===== src/rtl/tpc_pkg.sv =====
`timescale 1ns/1ps
package tpc_pkg;
  localparam int unsigned DZ_W = 2;

  typedef struct packed {
    logic div_set;
    logic ref_set;
  } tpc_flops_t;

  function automatic int unsigned tpc_age_width(input int unsigned thr);
    int unsigned w;
    w = $clog2(thr + 1);
    return (w > DZ_W) ? w : DZ_W + 1;
  endfunction
endpackage


===== src/rtl/tpc_edge_rise.sv =====
`timescale 1ns/1ps
module tpc_edge_rise #(
  parameter int unsigned N = 2
) (
  input  logic         clk,
  input  logic         rst_n,
  input  logic [N-1:0] lvl,
  output logic [N-1:0] rise
);
  for (genvar g = 0; g < N; g++) begin : g_bit
    logic prev_q;
    logic prev_d;

    always_comb begin
      prev_d  = lvl[g];
      rise[g] = lvl[g] & ~prev_q;
    end

    always_ff @(posedge clk or negedge rst_n) begin
      if (!rst_n) prev_q <= 1'b0;
      else        prev_q <= prev_d;
    end
  end
endmodule


===== src/rtl/tpc_phase_core.sv =====
`timescale 1ns/1ps
module tpc_phase_core import tpc_pkg::*; #(
  parameter int unsigned DLK_PERIODS = 2,
  localparam int unsigned DLK_W = $clog2(DLK_PERIODS + 1)
) (
  input  logic             clk,
  input  logic             rst_n,
  input  logic             div_rise,
  input  logic             ref_rise,
  output tpc_flops_t       flops_q,
  output logic [DLK_W-1:0] dl_cnt_q
);
  tpc_flops_t       flops_d;
  logic [DLK_W-1:0] dl_cnt_d;
  logic             held;
  logic             held_next;
  logic             force_clr;
  logic             d_set;
  logic             r_set;
  logic             dl_en;

  always_comb begin
    held      = flops_q.div_set | flops_q.ref_set;
    force_clr = held & ref_rise & (dl_cnt_q == DLK_W'(DLK_PERIODS));
    d_set     = flops_q.div_set | div_rise;
    r_set     = flops_q.ref_set | ref_rise;
    if (force_clr || (d_set && r_set)) begin
      flops_d = '0;
    end else begin
      flops_d.div_set = d_set;
      flops_d.ref_set = r_set;
    end
    held_next = flops_d.div_set | flops_d.ref_set;
    dl_en     = 1'b1;
    if (!held_next) begin
      dl_cnt_d = '0;
    end else if (held && ref_rise) begin
      dl_cnt_d = dl_cnt_q + 1'b1;
    end else begin
      dl_cnt_d = dl_cnt_q;
      dl_en    = 1'b0;
    end
  end

  always_ff @(posedge clk or negedge rst_n) begin
    if (!rst_n) flops_q <= '0;
    else        flops_q <= flops_d;
  end

  always_ff @(posedge clk or negedge rst_n) begin
    if (!rst_n)     dl_cnt_q <= '0;
    else if (dl_en) dl_cnt_q <= dl_cnt_d;
  end
endmodule


===== src/rtl/tpc_pump_gate.sv =====
`timescale 1ns/1ps
module tpc_pump_gate import tpc_pkg::*; #(
  parameter int unsigned ERR_THR = 6,
  localparam int unsigned AGE_W = tpc_age_width(ERR_THR)
) (
  input  logic             clk,
  input  logic             rst_n,
  input  tpc_flops_t       flops_q,
  input  logic [DZ_W-1:0]  dz,
  output logic [AGE_W-1:0] age_q,
  output logic             pump_hi,
  output logic             pump_lo
);
  localparam logic [AGE_W-1:0] AGE_MAX = AGE_W'(ERR_THR);

  logic [AGE_W-1:0] age_d;
  logic             held;
  logic             past_dz;

  always_comb begin
    held = flops_q.div_set | flops_q.ref_set;
    if (!held)                age_d = '0;
    else if (age_q < AGE_MAX) age_d = age_q + 1'b1;
    else                      age_d = age_q;
    past_dz = (age_q >= AGE_W'(dz));
    pump_hi = flops_q.div_set & past_dz;
    pump_lo = flops_q.ref_set & past_dz;
  end

  always_ff @(posedge clk or negedge rst_n) begin
    if (!rst_n) age_q <= '0;
    else        age_q <= age_d;
  end
endmodule


===== src/rtl/tpc_lock_mon.sv =====
`timescale 1ns/1ps
module tpc_lock_mon #(
  parameter int unsigned ERR_THR = 6,
  parameter int unsigned AGE_W   = 3
) (
  input  logic             clk,
  input  logic             rst_n,
  input  logic             held,
  input  logic [AGE_W-1:0] age_q,
  input  logic             ref_rise,
  output logic             unlock_q
);
  logic viol_q;
  logic viol_d;
  logic viol_now;
  logic unlock_d;

  always_comb begin
    viol_now = held & (age_q >= AGE_W'(ERR_THR));
    unlock_d = viol_q | viol_now;
    viol_d   = ref_rise ? 1'b0 : (viol_q | viol_now);
  end

  always_ff @(posedge clk or negedge rst_n) begin
    if (!rst_n) viol_q <= 1'b0;
    else        viol_q <= viol_d;
  end

  always_ff @(posedge clk or negedge rst_n) begin
    if (!rst_n)        unlock_q <= 1'b0;
    else if (ref_rise) unlock_q <= unlock_d;
  end
endmodule


===== src/rtl/tri_phase_cmp.sv =====
`timescale 1ns/1ps
module tri_phase_cmp import tpc_pkg::*; #(
  parameter int unsigned ERR_THR     = 6,
  parameter int unsigned DLK_PERIODS = 2
) (
  input  logic            clk,
  input  logic            rst_n,
  input  logic            ref_in,
  input  logic            div_in,
  input  logic [DZ_W-1:0] dz_code,
  output logic            pump_hi,
  output logic            pump_lo,
  output logic            unlock
);
  localparam int unsigned AGE_W = tpc_age_width(ERR_THR);
  localparam int unsigned DLK_W = $clog2(DLK_PERIODS + 1);

  logic [1:0]       rst_sync_q;
  logic             core_rst_n;
  logic [1:0]       rise;
  logic             div_rise;
  logic             ref_rise;
  tpc_flops_t       flops_q;
  logic [DLK_W-1:0] dl_cnt_q;
  logic [AGE_W-1:0] age_q;
  logic             held;

  always_ff @(posedge clk or negedge rst_n) begin
    if (!rst_n) rst_sync_q <= 2'b00;
    else        rst_sync_q <= {rst_sync_q[0], 1'b1};
  end
  assign core_rst_n = rst_sync_q[1];

  tpc_edge_rise #(.N(2)) u_edge (
    .clk   (clk),
    .rst_n (core_rst_n),
    .lvl   ({ref_in, div_in}),
    .rise  (rise)
  );
  assign div_rise = rise[0];
  assign ref_rise = rise[1];

  tpc_phase_core #(.DLK_PERIODS(DLK_PERIODS)) u_core (
    .clk      (clk),
    .rst_n    (core_rst_n),
    .div_rise (div_rise),
    .ref_rise (ref_rise),
    .flops_q  (flops_q),
    .dl_cnt_q (dl_cnt_q)
  );

  tpc_pump_gate #(.ERR_THR(ERR_THR)) u_gate (
    .clk     (clk),
    .rst_n   (core_rst_n),
    .flops_q (flops_q),
    .dz      (dz_code),
    .age_q   (age_q),
    .pump_hi (pump_hi),
    .pump_lo (pump_lo)
  );

  assign held = flops_q.div_set | flops_q.ref_set;

  tpc_lock_mon #(.ERR_THR(ERR_THR), .AGE_W(AGE_W)) u_lock (
    .clk      (clk),
    .rst_n    (core_rst_n),
    .held     (held),
    .age_q    (age_q),
    .ref_rise (ref_rise),
    .unlock_q (unlock)
  );
endmodule


===== config.mk =====
export PLATFORM = sky130hd
export DESIGN_NAME = tri_phase_cmp
export DESIGN_NICKNAME = d
export VERILOG_FILES = /design/src/rtl/tpc_pkg.sv /design/src/rtl/tpc_edge_rise.sv /design/src/rtl/tpc_phase_core.sv /design/src/rtl/tpc_pump_gate.sv /design/src/rtl/tpc_lock_mon.sv /design/src/rtl/tri_phase_cmp.sv
export SDC_FILE = /design/constraint.sdc
export NUM_CORES = 1
export LEC_CHECK = 0
export BUFFER_PORTS_ARGS = -buffer_cell sky130_fd_sc_hd__buf_2
export CAP_MARGIN = 10
export CORE_MARGIN = 3
export CORE_UTILIZATION = 40
export CTS_BUF_LIST = sky130_fd_sc_hd__clkbuf_4 sky130_fd_sc_hd__clkbuf_8
export DETAILED_ROUTE_END_ITERATION = 6
export PLACE_DENSITY_LB_ADDON = 0.12
export SLEW_MARGIN = 10
export SYNTH_ARGS = -nofsm -noshare
export SYNTH_HDL_FRONTEND = slang
export SYNTH_SLANG_ARGS = --single-unit

===== constraint.sdc =====
create_clock -name clk -period 1.55 [get_ports clk]
set_input_delay 0.155 -clock clk [delete_from_list [all_inputs] [get_ports clk]]
set_output_delay 0.155 -clock clk [all_outputs]
set_load 0.05 [all_outputs]

==> flow_metrics.env <==
export IMPL_crit_type="flop to output port"
export IMPL_drv_cap=0
export IMPL_fin_crit_ns=1.74
export IMPL_area_growth_pct=28.6
export IMPL_filler_cell_count=125
export IMPL_grt_pass1_wl_mm=2.04
export IMPL_cp_required_ns=1.39
export IMPL_violations="negative setup slack"
export IMPL_rows=13
export IMPL_drt_initial_drc_count=8
export IMPL_synth_ff_type="dfrtp_1"
export IMPL_grtUsageTotal_pct=14.9
export IMPL_cp_start_kind="flop"
export IMPL_clock_skew_ns=0.00971
export IMPL_wire_per_inst_um=12.8
export IMPL_pre_cts_slack_ns=0.0280
export IMPL_hold_viol_final=0
export IMPL_die_h_um=45.3
export IMPL_grt_pass1_vias=469
export IMPL_dieWidth_um=45.3
export IMPL_max_freq_mhz=574
export IMPL_yosysSeqAreaShare_pct=52.7
export IMPL_rsz0062_at_grt="yes"
export IMPL_cts_sinks=13
export IMPL_post_route_period_util_pct=112
export IMPL_cp_max_fo=2
export IMPL_diodes=0
export IMPL_place_hpwl_um=822
export IMPL_grt_max_degree=12
export IMPL_syn_inst=59
export IMPL_power_density_nw_per_um2=1310
export IMPL_final_nets=89
export IMPL_crit_path_end_kind="output port"
export IMPL_place_congestion=0.718
export IMPL_setup_slack_ns=-0.193
export IMPL_ys_types=24
export IMPL_outcome="finished with violations"
export IMPL_cp_arrival_ns=1.59
export IMPL_start_util_pct=45.1
export IMPL_tritoncts="built"
export IMPL_hold_path_class="input pin to asynchronous set/reset pin"
export IMPL_h_tree_depth=1
export IMPL_numCtsBuffers=3
export IMPL_cts_root_buf="clkbuf_4"
export IMPL_clk_pin_slew_worst_paths_ns=0.09
export IMPL_irDropWorstVdd_mv=0.693
export IMPL_syn_nets=69
export IMPL_layout_drive_gt1_share_pct=32.1
export IMPL_fp_coreArea_um2=1370
export IMPL_finalSetupViolations=2
export IMPL_yosysWarnings=0
export IMPL_syn_mean_instance_area_um2=10.5
export IMPL_drt_total_wl_mm=1.19
export IMPL_drc=0
export IMPL_antenna_found_initial=0
export IMPL_clockBufferDepth=2
export IMPL_drtAntennaViolNets=0
export IMPL_p_leak_nw=0.385
export IMPL_vias=480
export IMPL_grt_overflow_total=0
export IMPL_drt_pass1_iter_count=4
export IMPL_portBuffers=8
export IMPL_async_flop_share_pct=100
export IMPL_drv_slew=0
export IMPL_ys_ff_latch=13
export IMPL_place_inst=85
export IMPL_final_cells=93
export IMPL_vias_per_cell=5.16
export IMPL_synthesis_area_um2=617
export IMPL_synth_edff_count=0
export IMPL_clock_latency_ns=0.29
export IMPL_top_level_ports=9
export IMPL_die_area_um2=2050
export IMPL_fin_tns_setup_ns=-0.381
[final cells by class]
type,instances,area (µm²),area share (%)
flip-flops and latches,13,325,41.0
multi-input cells,39,283,35.6
repair buffers,15,113,14.2
inverters,7,26.3,3.31
clock buffers,3,22.5,2.84
well taps,15,18.8,2.37
clock inverters,1,5.00,0.631
[cell families (layout without fill, tap and decap cells)]
kind of cell,after synthesis,count (layout),synth area share [%]
flops,13,13,52.7
buf+inv,7,26,4.26
xor+xnor,1,1,1.42
fa+ha+maj,4,4,8.11
compound gates,15,15,16.0
mux,1,1,1.62
simple gates,17,17,15.2
other cells,1,1,0.608
[metal layers]
layer	wire length [µm]	GRT usage, %
met4	38	10.5
met3	49	2.39
met1	551	19.0
met2	547	22.6
met5	0	0
[worst max-delay path, stage by stage (launching register included)]
cell and delay, ns:
dfrtp_1 0.35, inv_1 0.04, ha_1 0.26, nand2b_4 0.14, a211oi_2 0.18, buf_4 0.15
nor2b_2 0.04, buf_6 0.14
[sequential cells by signal, indices dropped and copies added (netlist names)]
signal               count
u_core.flops_q           2
u_lock.unlock_q          1
rst_sync_q               2
u_lock.viol_q            1
u_core.dl_cnt_q          2
u_edge.g_bit.prev_q      2
u_gate.age_q             3
[cell usage after synthesis (all sizes together), types with 2 or more instances]
cell | instances | area [µm²]
a211oi | 2 | 20.0
a21oi | 4 | 23.8
nor2b | 2 | 20.0
o21ai | 4 | 20.0
nand2b | 3 | 18.8
nor2 | 7 | 31.3
inv | 7 | 26.3
nand2 | 3 | 11.3
a31oi | 2 | 12.5
dfrtp | 13 | 325
ha | 4 | 50.1
[power breakdown]
part           switching [mW]  total (mW)  internal, mW
logic                   0.205       0.397         0.193
clock network           0.119       0.215        0.0959
registers              0.0439       0.429         0.385
[worst paths after layout]
| check | start | endpoint | slack [ns] | cells past startpoint |
|---|---|---|---|---|
| worst max-delay path | u_gate.age_q[0] | pump_hi | -0.19 | 7 |
| worst min-delay path | rst_n | rst_sync_q[0] | 0.16 | 2 |
| worst max register to register | u_core.dl_cnt_q[0] | u_core.dl_cnt_q[0] | 0.25 | 6 |
| worst min register to register | rst_sync_q[1] | u_lock.viol_q | 0.19 | 0 |
| max in group asynchronous | rst_sync_q[1] | u_core.dl_cnt_q[1] | 1.03 | 0 |
| min in group clk | rst_sync_q[0] | rst_sync_q[1] | 0.36 | 0 |
[cell usage in the layout (no fill, tap or decap)]
master / synthesis / routed
nor2b_2: 0 / 1
dlygate4sd3_1: 0 / 3
clkbuf_4: 0 / 3
o21ai_1: 2 / 2
buf_4: 0 / 4
o22ai_1: 1 / 1
a21oi_2: 1 / 1
conb_1: 1 / 1
a22oi_1: 1 / 1
inv_1: 7 / 7
a211oi_2: 1 / 2
nand2_1: 3 / 3
buf_2: 0 / 6
a31oi_1: 2 / 2
ha_1: 4 / 4
nor2b_4: 1 / 1
nand2b_4: 0 / 1
nor2_1: 5 / 4
clkinv_2: 0 / 1
dfrtp_1: 13 / 13
a21oi_1: 3 / 3
o21ai_0: 2 / 2
nand2b_1: 3 / 2
nor2_2: 2 / 3
mux2i_1: 1 / 1
nor3_1: 1 / 1
a22o_1: 1 / 1
xnor2_1: 1 / 1
nand3b_1: 1 / 1
buf_6: 0 / 2
[what timing repair did]
item	in CTS	in global routing
setup buffers	0	1
gates resized for setup	6	0
setup endpoints to repair	2	2
hold buffers	3	0
pin swaps	1	0
endpoints found under the hold margin	4	0
[per-stage QoR]
| step | power, mW | utilization [%] | cell area (µm²) | hold slack, ns |
|---|---|---|---|---|
| final | 1.04 | 58.1 | 793 | 0.165 |
| after global routing | 1.12 | 58.1 | 793 | 0.173 |
| after CTS | 1.04 | 57.5 | 786 | 0.156 |
| after detailed placement | 0.769 | 51.5 | 703 | -0.0591 |
| after global placement | 0.762 | 51.5 | 703 | -0.0601 |
| after floorplan | 0.656 | - | 622 | -0.141 |
Note: power is estimated with default switching activity, not from simulation.
